$ cat src/rtl/episode_replay_pkg.sv
`timescale 1ns/1ps
package episode_replay_pkg;
  typedef enum logic [1:0] {PH_LOAD, PH_WAIT, PH_EXEC, PH_SEND} phase_e;

  // Step that follows a satisfied wait (or a load with an empty wait set)
  function automatic phase_e pick_after_wait(logic refs_nz, logic succ_nz);
    if (refs_nz)      return PH_EXEC;
    else if (succ_nz) return PH_SEND;
    else              return PH_LOAD;
  endfunction
endpackage

$ cat src/rtl/rps_pending_bank.sv
`timescale 1ns/1ps
module rps_pending_bank #(
  parameter int NUM_CORES = 16,
  parameter int CNT_W     = 3,
  localparam int CORE_W   = $clog2(NUM_CORES)
) (
  input  logic                 clk,
  input  logic                 rst_n,
  input  logic                 wake_valid,
  input  logic [CORE_W-1:0]    wake_src,
  input  logic                 consume,
  input  logic [NUM_CORES-1:0] consume_mask,
  output logic [NUM_CORES-1:0] avail,
  output logic                 ovf_err
);
  localparam logic [CNT_W-1:0] CNT_MAX = '1;

  logic [NUM_CORES-1:0] hit;
  logic                 ovf_q;

  for (genvar i = 0; i < NUM_CORES; i++) begin : g_src
    logic [CNT_W-1:0] cnt_q, cnt_d;
    logic             inc, dec;

    assign inc = wake_valid && (wake_src == CORE_W'(i));
    assign dec = consume && consume_mask[i];

    always_comb begin
      cnt_d  = cnt_q;
      hit[i] = 1'b0;
      if (inc && !dec) begin
        if (cnt_q == CNT_MAX) hit[i] = 1'b1;
        else                  cnt_d  = cnt_q + CNT_W'(1);
      end else if (dec && !inc) begin
        cnt_d = cnt_q - CNT_W'(1);
      end
    end

    always_ff @(posedge clk or negedge rst_n) begin
      if (!rst_n)           cnt_q <= '0;
      else if (inc || dec)  cnt_q <= cnt_d;
    end

    assign avail[i] = (cnt_q != '0);

    // a consumed credit with no simultaneous arrival lowers the count by one
    p_consume_r4: assert property (@(posedge clk) disable iff (!rst_n)
      (dec && !inc) |=> (cnt_q == $past(cnt_q) - CNT_W'(1)));
    // consume plus arrival in the same cycle leaves the count unchanged
    p_same_cycle_r4: assert property (@(posedge clk) disable iff (!rst_n)
      (dec && inc) |=> $stable(cnt_q));
    // arrival at a full counter raises the error flag
    p_ovf_set_r9: assert property (@(posedge clk) disable iff (!rst_n)
      (inc && !dec && cnt_q == CNT_MAX) |=> ovf_err);
  end

  always_ff @(posedge clk or negedge rst_n) begin
    if (!rst_n)    ovf_q <= 1'b0;
    else if (|hit) ovf_q <= 1'b1;
  end

  assign ovf_err = ovf_q;

  // the error flag never clears outside reset
  p_ovf_sticky_r9: assert property (@(posedge clk) disable iff (!rst_n)
    ovf_q |=> ovf_q);
endmodule

$ cat src/rtl/rps_ref_counter.sv
`timescale 1ns/1ps
module rps_ref_counter #(
  parameter int REFS_W = 16
) (
  input  logic              clk,
  input  logic              rst_n,
  input  logic              load,
  input  logic [REFS_W-1:0] load_val,
  input  logic              dec,
  output logic              nz,
  output logic              last
);
  logic [REFS_W-1:0] left_q, left_d;

  always_comb begin
    left_d = left_q;
    if (load)     left_d = load_val;
    else if (dec) left_d = left_q - REFS_W'(1);
  end

  always_ff @(posedge clk or negedge rst_n) begin
    if (!rst_n)           left_q <= '0;
    else if (load || dec) left_q <= left_d;
  end

  assign nz   = (left_q != '0);
  assign last = (left_q == REFS_W'(1));

  // each counted commit removes exactly one reference
  p_refs_step_r5: assert property (@(posedge clk) disable iff (!rst_n)
    (dec && !load) |=> (left_q == $past(left_q) - REFS_W'(1)));
endmodule

$ cat src/rtl/rps_succ_issuer.sv
`timescale 1ns/1ps
module rps_succ_issuer #(
  parameter int NUM_CORES = 16,
  localparam int CORE_W   = $clog2(NUM_CORES)
) (
  input  logic                 clk,
  input  logic                 rst_n,
  input  logic                 load,
  input  logic [NUM_CORES-1:0] load_mask,
  input  logic                 active,
  input  logic                 ready,
  output logic                 valid,
  output logic [CORE_W-1:0]    dst,
  output logic                 pending,
  output logic                 last
);
  logic [NUM_CORES-1:0] rem_q, rem_d, low_oh;
  logic                 pop;

  assign low_oh  = rem_q & (~rem_q + NUM_CORES'(1));
  assign pending = |rem_q;
  assign last    = ((rem_q & ~low_oh) == '0);
  assign valid   = active && pending;
  assign pop     = valid && ready;

  always_comb begin
    dst = '0;
    for (int k = NUM_CORES - 1; k >= 0; k--) begin
      if (rem_q[k]) dst = CORE_W'(k);
    end
  end

  always_comb begin
    rem_d = rem_q;
    if (load)     rem_d = load_mask;
    else if (pop) rem_d = rem_q & ~low_oh;
  end

  always_ff @(posedge clk or negedge rst_n) begin
    if (!rst_n)           rem_q <= '0;
    else if (load || pop) rem_q <= rem_d;
  end

  // a sent destination is removed and never sent again in the episode
  p_pop_clears_r6: assert property (@(posedge clk) disable iff (!rst_n)
    (pop && !load) |=> !rem_q[$past(dst)]);
endmodule

$ cat src/rtl/episode_replay_seq.sv
`timescale 1ns/1ps
module episode_replay_seq
  import episode_replay_pkg::*;
#(
  parameter int NUM_CORES = 16,
  parameter int CNT_W     = 3,
  parameter int REFS_W    = 16,
  localparam int CORE_W   = $clog2(NUM_CORES)
) (
  input  logic                 clk,
  input  logic                 rst_n,
  input  logic                 log_valid,
  output logic                 log_ready,
  input  logic [NUM_CORES-1:0] log_pred,
  input  logic [NUM_CORES-1:0] log_succ,
  input  logic [REFS_W-1:0]    log_refs,
  input  logic                 log_end,
  input  logic                 wake_in_valid,
  input  logic [CORE_W-1:0]    wake_in_src,
  output logic                 core_run,
  input  logic                 mem_commit,
  output logic                 wake_out_valid,
  output logic [CORE_W-1:0]    wake_out_dst,
  input  logic                 wake_out_ready,
  output logic                 replay_done,
  output logic                 ovf_err
);
  phase_e               phase_q, phase_d;
  logic [NUM_CORES-1:0] pred_q;
  logic [NUM_CORES-1:0] avail;
  logic                 accept, preds_met, consume, commit_cnt;
  logic                 refs_nz, refs_last;
  logic                 succ_pending, succ_last;

  assign accept     = log_valid && log_ready;
  assign preds_met  = &(avail | ~pred_q);
  assign consume    = (phase_q == PH_WAIT) && preds_met;
  assign commit_cnt = (phase_q == PH_EXEC) && mem_commit;

  rps_pending_bank #(.NUM_CORES(NUM_CORES), .CNT_W(CNT_W)) u_bank (
    .clk, .rst_n,
    .wake_valid   (wake_in_valid),
    .wake_src     (wake_in_src),
    .consume      (consume),
    .consume_mask (pred_q),
    .avail        (avail),
    .ovf_err      (ovf_err)
  );

  rps_ref_counter #(.REFS_W(REFS_W)) u_refs (
    .clk, .rst_n,
    .load     (accept),
    .load_val (log_refs),
    .dec      (commit_cnt),
    .nz       (refs_nz),
    .last     (refs_last)
  );

  rps_succ_issuer #(.NUM_CORES(NUM_CORES)) u_issue (
    .clk, .rst_n,
    .load      (accept),
    .load_mask (log_succ),
    .active    (phase_q == PH_SEND),
    .ready     (wake_out_ready),
    .valid     (wake_out_valid),
    .dst       (wake_out_dst),
    .pending   (succ_pending),
    .last      (succ_last)
  );

  always_comb begin
    phase_d = phase_q;
    unique case (phase_q)
      PH_LOAD: if (log_valid)
                 phase_d = (log_pred != '0) ? PH_WAIT
                         : pick_after_wait(log_refs != '0, log_succ != '0);
      PH_WAIT: if (preds_met)
                 phase_d = pick_after_wait(refs_nz, succ_pending);
      PH_EXEC: if (mem_commit && refs_last)
                 phase_d = succ_pending ? PH_SEND : PH_LOAD;
      PH_SEND: if (wake_out_ready && succ_last)
                 phase_d = PH_LOAD;
      default: phase_d = PH_LOAD;
    endcase
  end

  always_ff @(posedge clk or negedge rst_n) begin
    if (!rst_n) phase_q <= PH_LOAD;
    else        phase_q <= phase_d;
  end

  always_ff @(posedge clk or negedge rst_n) begin
    if (!rst_n)      pred_q <= '0;
    else if (accept) pred_q <= log_pred;
  end

  assign log_ready   = (phase_q == PH_LOAD);
  assign core_run    = (phase_q == PH_EXEC);
  assign replay_done = (phase_q == PH_LOAD) && log_end && !log_valid;

  // a record with a non-empty wait set always enters the wait step
  p_accept_wait_r2: assert property (@(posedge clk) disable iff (!rst_n)
    (accept && log_pred != '0) |=> (phase_q == PH_WAIT));
  // the core is held while any required wakeup is missing
  p_wait_gate_r3: assert property (@(posedge clk) disable iff (!rst_n)
    (phase_q == PH_WAIT && !preds_met) |=> !core_run);
  // without a commit the run step continues
  p_exec_hold_r5: assert property (@(posedge clk) disable iff (!rst_n)
    (core_run && !mem_commit) |=> core_run);
  // a stalled wakeup keeps its destination
  p_send_hold_r6: assert property (@(posedge clk) disable iff (!rst_n)
    (wake_out_valid && !wake_out_ready) |=> (wake_out_valid && $stable(wake_out_dst)));
  // an empty wait set with work to do starts running at once
  p_skip_wait_r7: assert property (@(posedge clk) disable iff (!rst_n)
    (accept && log_pred == '0 && log_refs != '0) |=> core_run);
endmodule

$ cat config.mk
export PLATFORM = sky130hd
export DESIGN_NAME = episode_replay_seq
export DESIGN_NICKNAME = d
export VERILOG_FILES = /design/src/rtl/episode_replay_pkg.sv /design/src/rtl/rps_pending_bank.sv /design/src/rtl/rps_ref_counter.sv /design/src/rtl/rps_succ_issuer.sv /design/src/rtl/episode_replay_seq.sv
export SDC_FILE = /design/constraint.sdc
export NUM_CORES = 1
export LEC_CHECK = 0
export BUFFER_PORTS_ARGS = -buffer_cell sky130_fd_sc_hd__buf_2
export CAP_MARGIN = 20
export CORE_ASPECT_RATIO = 1.2
export CORE_UTILIZATION = 45
export CTS_CLUSTER_DIAMETER = 80
export CTS_CLUSTER_SIZE = 25
export DETAILED_ROUTE_END_ITERATION = 6
export SYNTH_ARGS = -nofsm -noshare
export SYNTH_HDL_FRONTEND = slang
export SYNTH_SLANG_ARGS = --single-unit
$ cat constraint.sdc
create_clock -name clk -period 9 [get_ports clk]
set_clock_uncertainty 0.2 [all_clocks]
set_input_delay 2.25 -clock clk [delete_from_list [all_inputs] [get_ports clk]]
set_output_delay 2.25 -clock clk [all_outputs]
set_load 0.05 [all_outputs]
==> Word-level counts from Yosys, hierarchy flattened <==
Index checks and enable logic that the tools add are counted.
{ "word_totals": {"mem_bits_rw": 0, "wordCells": 413, "output_inout_bits": 9, "memories": 0, "latchBits": 0, "mem_bits_ro": 0, "regBits": 99} }
{ "classes": {"shift": 0, "n_reduce_logical": 187, "n_mul": 0, "addsub": 34, "n_div": 0, "n_bitwise": 6, "n_eq_ne": 55, "mux": 110, "magnitude_cmp": 0} }
{ "ops": {"columns": ["operator", "count"], "rows": [
  ["3-bit 2-to-1 mux", 48],
  ["1-bit logical AND", 73],
  ["16-bit 2-to-1 mux", 4],
  ["4-bit 2-to-1 mux", 16],
  ["16-bit nonzero test", 4],
  ["3-bit by 1-bit adder with 3-bit output, second input constant", 16],
  ["3-bit equality test, second input constant", 16],
  ["16-bit NOT", 3],
  ["3-bit AND reduction", 16],
  ["3-bit nonzero test", 16],
  ["3-bit by 1-bit subtractor with 3-bit output, second input constant", 16],
  ["2-bit inequality test, second input constant", 19],
  ["2-bit nonzero test", 18],
  ["1-bit logical NOT", 33],
  ["16-bit AND", 2],
  ["4-bit equality test, second input constant", 8],
  ["1-bit 2-to-1 mux", 32],
  ["16-bit OR reduction", 2],
  ["1-bit logical OR", 18],
  ["2-bit 2-to-1 mux", 9],
  ["16-bit by 1-bit adder with 16-bit output, second input constant", 1],
  ["16-bit by 1-bit equality test with 1-bit output, second input constant", 1],
  ["4-bit by 3-bit equality test with 1-bit output, second input constant", 4],
  ["16-bit logical NOT", 1],
  ["other kinds (13)", 16]
]} }

==> Logic depth before layout (Yosys ltp) <==
{ "depth": {"ltp_word": 16, "ltp_mapped": 13, "mapped_depth_nobuf": 11} }

==> Cells and area by module <==
A second synthesis with hierarchy kept.
{ "unflattened": {"hier_cells": 622, "hier_area_um2": 6298.5} }
{ "modules_own_cells": {"columns": ["mod", "area_each_um2", "seq_area_each_um2", "n_inst", "cells_each"], "rows": [
  ["rps_pending_bank", 3140.5, 1226.2, 1, 295],
  ["episode_replay_seq", 1116.1, 450.4, 1, 97],
  ["rps_succ_issuer", 1102.3, 400.4, 1, 124],
  ["rps_ref_counter", 939.7, 400.4, 1, 106]
]} }

==> Least setup slack after synthesis <==
OpenSTA, ideal clock, no wires.
{ "synth_path": {"kind": "input -> output", "start": "input log_valid", "end": "output replay_done", "slack_ns": 2.657, "path_stages": 1, "arrival_ns": 3.893, "path_buffers": 0, "cell_sequence": "nor4b_1"} }
{ "synth_between": {"elab_chain_len": 2} }
{ "synth_rtl": {"columns": ["element", "line", "rtl"], "rows": [
  ["start: declaration", "episode_replay_seq.sv:12", "input logic log_valid,"],
  ["1-bit logical NOT", "episode_replay_seq.sv:99", "assign replay_done = (phase_q == PH_LOAD) && log_end && !log_valid;"],
  ["1-bit logical AND", "episode_replay_seq.sv:99", null],
  ["end: declaration", "episode_replay_seq.sv:25", "output logic replay_done,"]
]} }
Every way passes these cells.

==> Final worst setup path <==
Same ends and word-level chain as after synthesis.

==> key figures <==
Synth
  – Area fraction in compound gates after synthesis: between 20 and 25%
  – Register area share after synthesis: between 30% and 40%
  – Number of storage elements in the synthesis netlist: between 90 and 100
  – Async set-or-reset flop fraction in the synthesized netlist: 100%
  – Number of enable-type register cells in the synthesized netlist: 0
  – Main synth FF type: dfrtp_1
  – Area share of xor/xnor cells in the synthesized design: 0.793%
  – Leading post-synthesis cells by instance count: nand2_1 (172), dfrtp_1 (99), nor2_1 (56), a21oi_1 (51)
  – Number of different library cells in the post-synthesis netlist: 65
  – Most common cell in the synthesized netlist: nand2_1
  – Cell count after synthesis: about 800
  – Main combinational cell family by area after synthesis: simple AND/OR/NAND/NOR gates
  – Nets in the synthesized netlist: 876
  – Adder-cell share of the synthesized area: under 10%
  – Area share of the leading cell type in the synthesized netlist: roughly 37%
  – Main area contributors after synthesis: dfrtp_1 (37%), nand2_1 (9.7%), fa_1 (4.8%)
  – Synthesis warning total: 0
  – Cell type with the largest total area after synthesis: dfrtp_1
  – Area of the mapped netlist: 6620 µm²
  – Proportion of synthesized area in mux cells: 2.61%
  – Mean cell area of the mapped netlist: 8.29 µm²
  – Fraction of the mapped netlist area in simple logic gates: between 20% and 30%

Pwr
  – Leakage: ~3.2 nW
  – Sequential power share: between 40 and 50%
  – Switching power: about 1.1 mW
  – Internal power contribution: ~1.3 mW
  – Power density over the cells: around 330 nW/µm²
  – Combinational fraction of design power: a little over two fifths
  – Total power: around 2.5 mW
  – Worst-case vdd ir drop: ~180 µV
  – Switching power share of the total: between 40% and 50%
  – Clock Power Share: about 16%

Setup path
  – Critical path arrival: around 3 ns
  – Worst Setup Start Kind: input pin
  – Critical path start-end classification: in2out
  – Critical path fanouts, max: 4
  – Endpoint kind of the worst setup timing path: output port
  – Data required time at the worst endpoint: around 6.6 ns

Final layout
  – Post-layout nets: approximately 930
  – Synth-to-layout area growth: 11.6%
  – Fill cell total of the finished layout: 1373
  – Multi-input logic area: between 3000 and 4000 µm²
  – Ant. Diodes: 0
  – Sequential cell area: 2480 µm²
  – Share of layout cells above drive strength 1: between 10% and 20%
  – Fin cells: slightly above 1000

Global routing
  – Pin count of the biggest net entering global routing: 60
  – Overall overflow remaining after global route: 0
  – Met1 capacity usage during global routing: a little under a third
  – Most utilized layer in the global route result: met2
  – Number of global-route vias before repair: approximately 6000
  – Global-route wire length before repair: slightly below 30 mm
  – GRT Overall Usage: between 20% and 30%
  – Number of antenna violations at the first check in global routing: 0
  – Global-route track usage on met2: a little over two fifths
  – Met3 Track Usage GR: approximately 2.7%

Timing
  – Tightest slew margin relative to the limit: 33.4%
  – Final hold vios: 0
  – Final Slew Violations: 0
  – Setup repair after global routing missed its margin: no
  – Maximum clock rate: between 0.15 and 0.2 GHz
  – Final total negative setup slack: 0 ns
  – Min Tclk post-route: roughly 5.4 ns
  – Number of failing setup endpoints in the final timing report: 0
  – Transition at the pin with the smallest max-transition slack: ~1 ns
  – Period utilization: 59.7%

CTS
  – Maximum number of buffers from clock root to sink: 2
  – TritonCTS Buffers: 9
  – Count of buffers added by post-CTS timing repair for setup: 0
  – Depth of the CTS H-tree: 3
  – Source-to-sink clock delay at the later pin of the worst-skew pair: approximately 0.35 ns
  – CTS clock-pin slew for the worst setup and hold paths: approximately 0.07 ns
  – Clock tree from TritonCTS: yes
  – Hold buffers post-CTS: 0
  – Number of clock sinks: 99
  – CTS Root Cell: clkbuf_16
  – Count of cells resized by post-cts repair: 0

Route
  – Number of remaining DRC errors: 0
  – Average wire per standard cell: approximately 18 µm
  – Routed via count: approximately 6400
  – Initial detailed-routing violation count: between 400 and 500
  – Residual antenna-violating net count after detailed routing: 0
  – TritonRoute pass-1 iters: 5
  – Number of vias per cell: around 6
  – Routed WL: between 15 and 20 mm

Run
  – Max-cap violations: 0

Floorplanning
  – Core ar.: ~14000 µm²
  – Die Outline Area: 15200 µm²
  – Initial standard-cell utilization of the core: 46.1%
  – Io pins: 68
  – Die width: about 110 µm
  – Num rows: between 40 and 50
  – Chip Height: approximately 130 µm

Hold path
  – Hold Path Class: reg2reg

Placement
  – Routability Congestion: 0.905
  – Placed Cells incl. Taps: a little over 1000
  – Count of buffers inserted at the top-level ports: 67
  – DP HPWL: ~13 mm

Run status
  – Run status: completed
==> cell usage in the layout, fill, tap and decap left out, drive strengths merged, types with 15 or more instances in the layout <==
master	n
nand3	39
mux2i	15
fa	16
buf	71
a31o	16
nor2	56
dfrtp	99
inv	22
o21ai	40
nor4b	17
nand2	172
nor3	20
nor4	25
a21oi	52
and3	16
==> sequential cells by signal, indices dropped and copies added (netlist names) <==
| name | count |
|---|---|
| u_issue.rem_q | 16 |
| pred_q | 16 |
| u_bank.g_src.cnt_q | 48 |
| phase_q | 2 |
| u_bank.ovf_err | 1 |
| u_refs.left_q | 16 |
==> stage by stage <==
step	hold slack (ns)	setup slack (ns)	instance area [µm²]	utilization (%)
after global routing	0.318	3.61	7390	51.5
after floorplan	0.251	2.66	6620	-
final	0.297	3.63	7390	51.5
after global placement	0.270	3.66	7100	49.5
after CTS	0.298	3.63	7390	51.5
after detailed placement	0.277	3.64	7100	49.5
==> worst max-delay path, cell delays in order <==
cell and delay [ns]:
buf_2 0.12, nor4b_1 0.23, buf_2 0.31
==> cells by family after synthesis <==
| family | Yosys count |
|---|---|
| AOI/OAI and AO/OA | 217 |
| xor gates and xnor gates | 6 |
| adders and majority gates | 18 |
| buffers and inverters | 51 |
| DFF | 99 |
| muxes | 17 |
| and+or+nand+nor | 391 |
==> final cells by class <==
cell class | count | area share (%)
multi-input cells | 649 | 53.4
repair buffers | 71 | 4.98
inverters | 22 | 1.12
clock buffers | 13 | 3.52
flip-flops and latches | 99 | 33.5
clock inverters | 2 | 0.474
well taps | 175 | 2.96
==> per-layer routing <==
| layer | vias up | share of wire [%] |
|---|---|---|
| li1 | 3074 | - |
| met2 | 158 | 50 |
| met3 | 24 | 3.6 |
| met1 | 3096 | 43 |
| met4 | 0 | 2.6 |
| met5 | - | 0 |
==> path summary, 6_finish.rpt <==
path,from,endpoint,slack [ns],cells after the start
max in group asynchronous,rst_n,u_refs.left_q[7]$_DFFE_PN0P_,5.76,2
min in group asynchronous,rst_n,u_bank.g_src[5].cnt_q[1]$_DFFE_PN0P_,1.72,1
min reg2reg,pred_q[7]$_DFFE_PN0P_,pred_q[7]$_DFFE_PN0P_,0.30,2
max reg2reg,u_bank.g_src[2].cnt_q[0]$_DFFE_PN0P_,u_bank.ovf_err$_DFFE_PN0P_,4.85,7
min,pred_q[7]$_DFFE_PN0P_,pred_q[7]$_DFFE_PN0P_,0.30,2
max,log_valid,replay_done,3.63,3
==> power by group through the flow <==
| stage | Clock (mW) | Sequential [mW] | Combinational, mW |
|---|---|---|---|
| floorplan | 0 | 0.869 | 0.881 |
| global placement | 0 | 0.976 | 1.02 |
| detailed placement | 0 | 0.985 | 1.06 |
| CTS | 0.408 | 0.982 | 1.07 |
| global route | 0.422 | 1.04 | 1.18 |
| finish | 0.396 | 0.989 | 1.07 |
(Power assumes the default switching activity.)
